File: src/rtl/uaf_pkg.sv
package uaf_pkg;
  typedef struct packed {
    logic uni;
    logic bc;
    logic mc;
    logic ctl;
  } hit_t;
endpackage

File: src/rtl/uaf_ucast_cmp.sv
module uaf_ucast_cmp #(
  parameter int ADDR_BYTES = 6,
  parameter int FIRST_POS  = 2,
  parameter int POS_W      = 16
) (
  input  logic                    clk_i,
  input  logic                    rst_ni,
  input  logic                    clr_i,
  input  logic                    byte_stb_i,
  input  logic [POS_W-1:0]        byte_pos_i,
  input  logic [7:0]              byte_i,
  input  logic [8*ADDR_BYTES-1:0] station_i,
  output logic                    match_o
);
  logic [ADDR_BYTES-1:0] at_vec, eq_vec;
  logic cur_eq, in_addr, match_q;

  for (genvar k = 0; k < ADDR_BYTES; k++) begin : g_byte
    assign at_vec[k] = (byte_pos_i == POS_W'(FIRST_POS + k));
    assign eq_vec[k] = at_vec[k] && (byte_i == station_i[8*(ADDR_BYTES-k)-1 -: 8]);
  end

  assign cur_eq  = |eq_vec;
  assign in_addr = |at_vec;
  // running match including the current byte
  assign match_o = (at_vec[0] ? 1'b1 : match_q) & cur_eq;

  always_ff @(posedge clk_i or negedge rst_ni) begin
    if (!rst_ni)                   match_q <= 1'b0;
    else if (clr_i)                match_q <= 1'b0;
    else if (byte_stb_i && in_addr) match_q <= match_o;
  end

  AST_UCAST_FIRST_MISS: assert property (@(posedge clk_i) disable iff (!rst_ni)
    (byte_stb_i && byte_pos_i == POS_W'(FIRST_POS) &&
     byte_i != station_i[8*ADDR_BYTES-1 -: 8]) |=> !match_q);
endmodule

File: src/rtl/uaf_hash_sel.sv
module uaf_hash_sel #(
  parameter int HASH_W = 6
) (
  input  logic                    clk_i,
  input  logic                    rst_ni,
  input  logic                    clr_i,
  input  logic                    stb_i,
  input  logic [HASH_W-1:0]       idx_i,
  input  logic [(1<<HASH_W)/2-1:0] tbl_lo_i,
  input  logic [(1<<HASH_W)/2-1:0] tbl_hi_i,
  output logic                    hit_o
);
  localparam int TBL_BITS = 1 << HASH_W;
  logic [TBL_BITS-1:0] tbl;

  assign tbl = {tbl_hi_i, tbl_lo_i};

  always_ff @(posedge clk_i or negedge rst_ni) begin
    if (!rst_ni)    hit_o <= 1'b0;
    else if (clr_i) hit_o <= 1'b0;
    else if (stb_i) hit_o <= tbl[idx_i];
  end

  AST_HASH_EMPTY: assert property (@(posedge clk_i) disable iff (!rst_ni)
    (stb_i && !clr_i && tbl == '0) |=> !hit_o);
endmodule

File: src/rtl/uaf_decide.sv
module uaf_decide
  import uaf_pkg::*;
(
  input  hit_t hit_i,
  input  logic promisc_i,
  output logic reject_o,
  output logic miss_o
);
  logic any_hit;
  assign any_hit  = |hit_i;
  assign reject_o = !any_hit && !promisc_i;
  assign miss_o   = !any_hit && promisc_i;
endmodule

File: src/rtl/eth_rx_addr_filter.sv
module eth_rx_addr_filter
  import uaf_pkg::*;
#(
  parameter int ADDR_BYTES = 6,
  parameter int FIRST_POS  = 2,
  parameter int POS_W      = 16,
  parameter int HASH_W     = 6
) (
  input  logic                    clk_i,
  input  logic                    rst_ni,
  input  logic                    byte_stb_i,
  input  logic [POS_W-1:0]        byte_pos_i,
  input  logic [7:0]              byte_i,
  input  logic                    end_frm_i,
  input  logic                    bcast_i,
  input  logic                    mcast_i,
  input  logic                    hash_stb_i,
  input  logic [HASH_W-1:0]       hash_idx_i,
  input  logic [8*ADDR_BYTES-1:0] station_i,
  input  logic [(1<<HASH_W)/2-1:0] hash_lo_i,
  input  logic [(1<<HASH_W)/2-1:0] hash_hi_i,
  input  logic                    bcast_dis_i,
  input  logic                    promisc_i,
  input  logic                    pass_all_i,
  input  logic                    ctrl_addr_ok_i,
  output logic                    abort_o,
  output logic                    addr_miss_o
);
  localparam int LAST_POS = FIRST_POS + ADDR_BYTES - 1;

  logic uni_match, hash_hit, last_stb, reject_d, miss_d;
  hit_t hits;

  assign last_stb = byte_stb_i && (byte_pos_i == POS_W'(LAST_POS));

  uaf_ucast_cmp #(.ADDR_BYTES(ADDR_BYTES), .FIRST_POS(FIRST_POS), .POS_W(POS_W)) u_ucast (
    .clk_i(clk_i), .rst_ni(rst_ni), .clr_i(end_frm_i), .byte_stb_i(byte_stb_i),
    .byte_pos_i(byte_pos_i), .byte_i(byte_i), .station_i(station_i), .match_o(uni_match)
  );

  uaf_hash_sel #(.HASH_W(HASH_W)) u_hash (
    .clk_i(clk_i), .rst_ni(rst_ni), .clr_i(end_frm_i), .stb_i(hash_stb_i),
    .idx_i(hash_idx_i), .tbl_lo_i(hash_lo_i), .tbl_hi_i(hash_hi_i), .hit_o(hash_hit)
  );

  // broadcast never enters through the hash path
  assign hits.uni = uni_match;
  assign hits.bc  = bcast_i && !bcast_dis_i;
  assign hits.mc  = mcast_i && !bcast_i && hash_hit;
  assign hits.ctl = pass_all_i && ctrl_addr_ok_i;

  uaf_decide u_decide (
    .hit_i(hits), .promisc_i(promisc_i), .reject_o(reject_d), .miss_o(miss_d)
  );

  always_ff @(posedge clk_i or negedge rst_ni) begin
    if (!rst_ni) begin
      abort_o     <= 1'b0;
      addr_miss_o <= 1'b0;
    end else begin
      abort_o <= last_stb && reject_d;
      if (last_stb) addr_miss_o <= miss_d;
    end
  end

  AST_ABORT_PULSE: assert property (@(posedge clk_i) disable iff (!rst_ni)
    abort_o |=> !abort_o);
  AST_ABORT_AT_DECISION: assert property (@(posedge clk_i) disable iff (!rst_ni)
    abort_o |-> $past(last_stb));
  AST_PROMISC_NO_ABORT: assert property (@(posedge clk_i) disable iff (!rst_ni)
    (last_stb && promisc_i) |=> !abort_o);
  AST_ABORT_MISS_EXCL: assert property (@(posedge clk_i) disable iff (!rst_ni)
    abort_o |-> !addr_miss_o);
endmodule

File: config.mk
export PLATFORM = sky130hd
export DESIGN_NAME = eth_rx_addr_filter
export DESIGN_NICKNAME = d
export VERILOG_FILES = /design/src/rtl/uaf_pkg.sv /design/src/rtl/uaf_ucast_cmp.sv /design/src/rtl/uaf_hash_sel.sv /design/src/rtl/uaf_decide.sv /design/src/rtl/eth_rx_addr_filter.sv
export SDC_FILE = /design/constraint.sdc
export NUM_CORES = 1
export LEC_CHECK = 0
export ABC_AREA = 1
export BUFFER_PORTS_ARGS = -buffer_cell sky130_fd_sc_hd__clkbuf_2
export CAP_MARGIN = 40
export CELL_PAD_IN_SITES_DETAIL_PLACEMENT = 2
export CELL_PAD_IN_SITES_GLOBAL_PLACEMENT = 2
export CORE_UTILIZATION = 15
export CTS_CLUSTER_SIZE = 25
export DETAILED_ROUTE_END_ITERATION = 8
export GPL_ROUTABILITY_DRIVEN = 1
export PLACE_DENSITY_LB_ADDON = 0.1
export SLEW_MARGIN = 40
export SYNTH_ARGS = -nofsm -noshare
export SYNTH_HDL_FRONTEND = slang
export SYNTH_SLANG_ARGS = --single-unit
File: constraint.sdc
create_clock -name clk_i -period 0.9 [get_ports clk_i]
set_input_delay 0 -clock clk_i [delete_from_list [all_inputs] [get_ports clk_i]]
set_output_delay 0 -clock clk_i [all_outputs]
set_load 0.02 [all_outputs]
[Word-level counts from Yosys, hierarchy flattened]
Index checks and enable logic that the tools add are counted.
Word-level totals
  flip-flop bits (word level): 4
  input bits: 153
  logic and storage cells: 49
Operators by class
  magnitude comparators: 1
  eq/ne operators: 12
  muxes and demuxes: 7
  bitwise gates (word level): 1
  reduce and logical (&&, ||, !) cells: 24
Operator list (number)
  16-bit by 3-bit == test with 1-bit output, second input constant: 4
  8-bit == test: 6
  16-bit by 2-bit == test with 1-bit output, second input constant: 2
  1-bit logical AND: 15
  6-bit OR reduction: 2
  6-bit by 7-bit < comparator with 1-bit output, second input constant: 1
  1-bit binary-select mux with 6-bit select: 1
  1-bit two-way mux: 6
  1-bit logical NOT: 4
  2-bit nonzero test: 2
  4-bit OR reduction: 1
  1-bit AND: 1

[Longest topological paths before layout]
  depth in word-level cells: 8
  gate-level depth with buffers: 14
  mapped depth without buffers: 13

[Modules after synthesis]
Synthesis repeated with hierarchy kept, for this count alone.
Second synthesis, totals
  cells, all modules: 430
  area, all modules: 1994.4 um^2
Modules (own cells, without submodules)
  uaf_ucast_cmp: times used 1, cells an instance 244, area an instance 1081.0 um^2, seq. area each 25.0 um^2
  uaf_hash_sel: times used 1, cells an instance 152, area an instance 729.4 um^2, seq. area each 25.0 um^2
  eth_rx_addr_filter: times used 1, cells an instance 28, area an instance 161.4 um^2, seq. area each 50.0 um^2
  uaf_decide: times used 1, cells an instance 6, area an instance 22.5 um^2, seq. area each 0.0 um^2

[Worst setup path after synthesis]
Ideal clock, no wire load.
  kind: input port to flip-flop
  start point: in byte_pos_i[15]
  end point: reg addr_miss_o
  arrival: 0.886 ns
  path slack: -0.103 ns
  stages: 12
  path through: nor2_1 nand2_1 nor2_4 nand2_1 nor2_1 nand2_1 o21ai_2 inv_1 nand2_1 nand2_1 nand3_1 nand2_1
On the way
  word-level cells in the longest chain between the ends: 7
  elaborated cells between the ends (all ways): 19
  those cells by class: eq/ne: 6; mux: 1; bitwise: 1; reduce/logical: 11
RTL lines
  start, declared: line eth_rx_addr_filter.sv:12  | input logic [POS_W-1:0] byte_pos_i,
  16-bit by 2-bit == test with 1-bit output, or another cell as far along: line uaf_ucast_cmp.sv:19  | assign at_vec[k] = (byte_pos_i == POS_W'(FIRST_POS + k));
  1-bit logical AND: line uaf_ucast_cmp.sv:20  | assign eq_vec[k] = at_vec[k] && (byte_i == station_i[8*(ADDR_BYTES-k)-1 -: 8]);
  6-bit OR reduction: line uaf_ucast_cmp.sv:23  | assign cur_eq = |eq_vec;
  1-bit AND: line uaf_ucast_cmp.sv:26  | assign match_o = (at_vec[0] ? 1'b1 : match_q) & cur_eq;
  4-bit OR reduction: line uaf_decide.sv:10  | assign any_hit = |hit_i;
  1-bit logical NOT: line uaf_decide.sv:12  | assign miss_o = !any_hit && promisc_i;
  1-bit logical AND: line uaf_decide.sv:12
  end signal, assigned: line eth_rx_addr_filter.sv:62  | if (last_stb) addr_miss_o <= miss_d;
  end, declared: line eth_rx_addr_filter.sv:27  | output logic addr_miss_o
Parallel ways exist; a longest one is shown, timed or not.
A chain may end at the register's enable or synchronous reset.

[Worst setup path after layout]
  start point: in byte_pos_i[12]
  end point: reg u_ucast.match_q
On the way
  word-level cells in the longest chain between the ends: 6
  elaborated cells between the ends (all ways): 20
  those cells by class: eq/ne: 6; mux: 3; bitwise: 1; reduce/logical: 10
RTL lines
  16-bit by 2-bit == test with 1-bit output or 16-bit by 3-bit == test with 1-bit output (tied branches): line uaf_ucast_cmp.sv:19
  1-bit logical AND: line uaf_ucast_cmp.sv:20
  6-bit OR reduction: line uaf_ucast_cmp.sv:23
  1-bit AND: line uaf_ucast_cmp.sv:26
  1-bit two-way mux: line uaf_ucast_cmp.sv:31  | else if (byte_stb_i && in_addr) match_q <= match_o;
  1-bit two-way mux: line uaf_ucast_cmp.sv:30  | else if (clr_i) match_q <= 1'b0;
  end signal, assigned: line uaf_ucast_cmp.sv:31
  end, declared: line uaf_ucast_cmp.sv:16  | logic cur_eq, in_addr, match_q;
Parallel ways exist; a longest one is shown, timed or not. The select of a mux whose other input is x is not followed.

==> flow_metrics.env <==
export IMPL_ys_seq_elements=4
export IMPL_synth_area_leaders="nand2_1, nand3_1, nor2_1, inv_1, xnor2_1"
export IMPL_synth_cell_types=22
export IMPL_via_count=3653
export IMPL_dieHeight_um=123
export IMPL_drt_iter0_markers=97
export IMPL_drc=0
export IMPL_endpoint_kind="register"
export IMPL_cts_max_level=1
export IMPL_peakVddDrop_uv=412
export IMPL_p_seq_share_pct=7.1
export IMPL_grt_pass1_wl_um=19200
export IMPL_holdWs_ps=52.4
export IMPL_setup_viol_count_final=3
export IMPL_synth_edff_count=0
export IMPL_finalCritPeriodShare_pct=120
export IMPL_internal_power_mw=1.59
export IMPL_synth_most_common_cell="nand2_1"
export IMPL_grt_use_met3_pct=1.35
export IMPL_timing_final_ws_setup_ps=-183
export IMPL_max_slew_worst_pin_slew_ps=425
export IMPL_grt_usage_pct=16.3
export IMPL_synth_top_area_cell="nand2_1"
export IMPL_numCtsBuffers=3
export IMPL_syn2layout_area_growth_pct=95.8
export IMPL_finalCriticalPeriod_ps=1080
export IMPL_core_rowCount=43
export IMPL_synth_top_area_share_pct=37.4
export IMPL_rsz0062_at_grt="yes"
export IMPL_overflow=0
export IMPL_syn_area_um2=2190
export IMPL_final_util_pct=30.5
export IMPL_clock_power_share_pct=27.0
export IMPL_wl_per_cell_um=15.0
export IMPL_antenna_found_initial=0
export IMPL_critPathMaxFanout=6
export IMPL_dieWidth_um=123
export IMPL_ant_nets=0
export IMPL_core_area_um2=14000
export IMPL_crit_required_ps=1060
export IMPL_die_area_um2=15100
export IMPL_tns_ps=-539
export IMPL_p_comb_share_pct=65.9
export IMPL_crit_arrival_ps=1250
export IMPL_p_switching_mw=1.04
export IMPL_synth_cells=477
export IMPL_synth_async_reset_ratio_pct=100
export IMPL_busiest_layer="met2"
export IMPL_final_max_slew_viol_count=0
export IMPL_synth_nets=630
export IMPL_fin_nets=818
export IMPL_power_density_nw_per_um2=614
export IMPL_grtUsageMet2_pct=31.0
export IMPL_dpl_cell_count=829
export IMPL_start_util_pct=15.6
export IMPL_finalHoldViolCount=0
export IMPL_synth_top_cells_by_count="nand2_1, nand3_1, nor2_1, inv_1, xnor2_1"
export IMPL_ioPinCount=155
export IMPL_final_layout_size_suffix_gt1_share_pct=51.1
export IMPL_clk_latency_ps=230
export IMPL_critical_path_class="input pin to register"
export IMPL_placement_io_buffers=154
export IMPL_use_met1_pct=20.2
export IMPL_place_congestion=0.780
export IMPL_synth_seq_area_share_pct=4.57
export IMPL_violations="negative setup slack"
export IMPL_cap_violations=0
export IMPL_first_global_vias=3924
export IMPL_antenna_cells=0
export IMPL_preCtsSetupSlack_ps=-601
export IMPL_clock_path_buffers=2
export IMPL_ys_flop_type="dfrtp_1"
export IMPL_path_clk_slew_ps=30
export IMPL_cts_root_buffer="clkbuf_16"
export IMPL_run_status="finished with violations"
export IMPL_via_per_inst=4.33
export IMPL_wl_um=12700
export IMPL_fin_cells=843
export IMPL_yosys_warnings=0
export IMPL_syn_avg_cell_area_um2=4.59
export IMPL_slew_headroom_pct=71.6
export IMPL_tritoncts="yes"
export IMPL_clock_sinks=4
export IMPL_worst_clock_skew_ps=2.66
export IMPL_p_leak_nw=2.39
export IMPL_timing_fmax_mhz=923
export IMPL_start_kind="input pin"
export IMPL_drtPass1Iterations=4
export IMPL_hp_class="input pin to register"
export IMPL_p_sw_share_pct=39.6
export IMPL_grt_max_degree=33
export IMPL_dp_hpwl_um=10500
## metal layers
| metal | share of wire (%) | up-vias |
|---|---|---|
| li1 | - | 1836 |
| met1 | 43 | 1711 |
| met2 | 52 | 100 |
| met3 | 4.8 | 6 |
| met4 | 0.35 | 0 |
| met5 | 0 | - |
## per-stage QoR
| step | instance area (um2) | power, mW |
|---|---|---|
| floorplan | 2320 | 0.916 |
| global placement | 3440 | 1.55 |
| detailed placement | 3440 | 1.59 |
| CTS | 3890 | 2.47 |
| global route | 4280 | 2.83 |
| finish | 4280 | 2.63 |
## worst paths after layout
path | from | endpoint | slack [ps] | cells after the start
max | byte_pos_i[12] | u_ucast.match_q | -180 | 13
min | byte_stb_i | abort_o | 50 | 3
max reg2reg | u_ucast.match_q | abort_o | -20 | 4
min reg2reg | addr_miss_o | addr_miss_o | 480 | 2
max in group asynchronous | rst_ni | u_hash.hit_o | 640 | 2
min in group asynchronous | rst_ni | abort_o | 130 | 2
## state kept, by name, summed over array words and instances (netlist names)
signal and count:
u_hash.hit_o 1, u_ucast.match_q 1, addr_miss_o 1, abort_o 1
## critical path: stages
cell and delay, ps:
buf_6 100, nor2_4 100, nand2_2 70, nor2_4 220
buf_4 160, nand3_2 70, inv_1 80, nand2_1 50
nand2_1 80, nor2_1 40, nand2_1 100, nand4_1 100
nand2_1 80
## cell type report
type | count | area (um2)
fillers | 1757 | 9760
multi-input cells | 395 | 2260
repair buffers | 200 | 1350
inverters | 60 | 264
well taps | 180 | 225
flip-flops and latches | 4 | 100
clock buffers | 3 | 75.1
repair inverters | 1 | 11.3
## cells in the final DEF (no fill, tap or decap), types with 2 or more instances in the layout
cell and n:
nand3_1 25, inv_2 7, nand2_4 3, nand4_1 7
buf_6 5, clkbuf_4 5, inv_8 2, dfrtp_1 4
buf_4 36, clkbuf_2 142, inv_4 2, nor2_1 43
nor2_2 14, buf_12 4, inv_1 49, nand2_2 36
clkbuf_16 7, buf_16 2, xnor2_2 7, nor2_4 8
xnor2_1 9, nand3_2 53, nand2_1 180
## cells by family after synthesis
logic type                Yosys count  share of synthesized area, %
and+or+nand+nor                   371                          70.0
buffers and inverters              78                          16.6
xor gates and xnor gates           18                          7.20
AOI/OAI and AO/OA                   6                          1.60
DFF                                 4                          4.57
## repair_timing
item	4_1_cts	5_1_grt
gates resized for setup	61	92
cloned	3	2
buffers inserted	5	0
endpoints found under the setup margin	4	4
pin swaps	31	58
hold buffers	1	0
hold endpoints to repair	4	0
## power groups by stage
stage	Combinational (mW)	Clock (mW)	Sequential (mW)
3_3_place_gp	1.36	0	0.189
5_1_grt	1.92	0.722	0.188
4_1_cts	1.57	0.714	0.187
3_5_place_dp	1.40	0	0.189
2_1_floorplan	0.728	0	0.188
6_report	1.73	0.710	0.187
(Power assumes the default switching activity.)
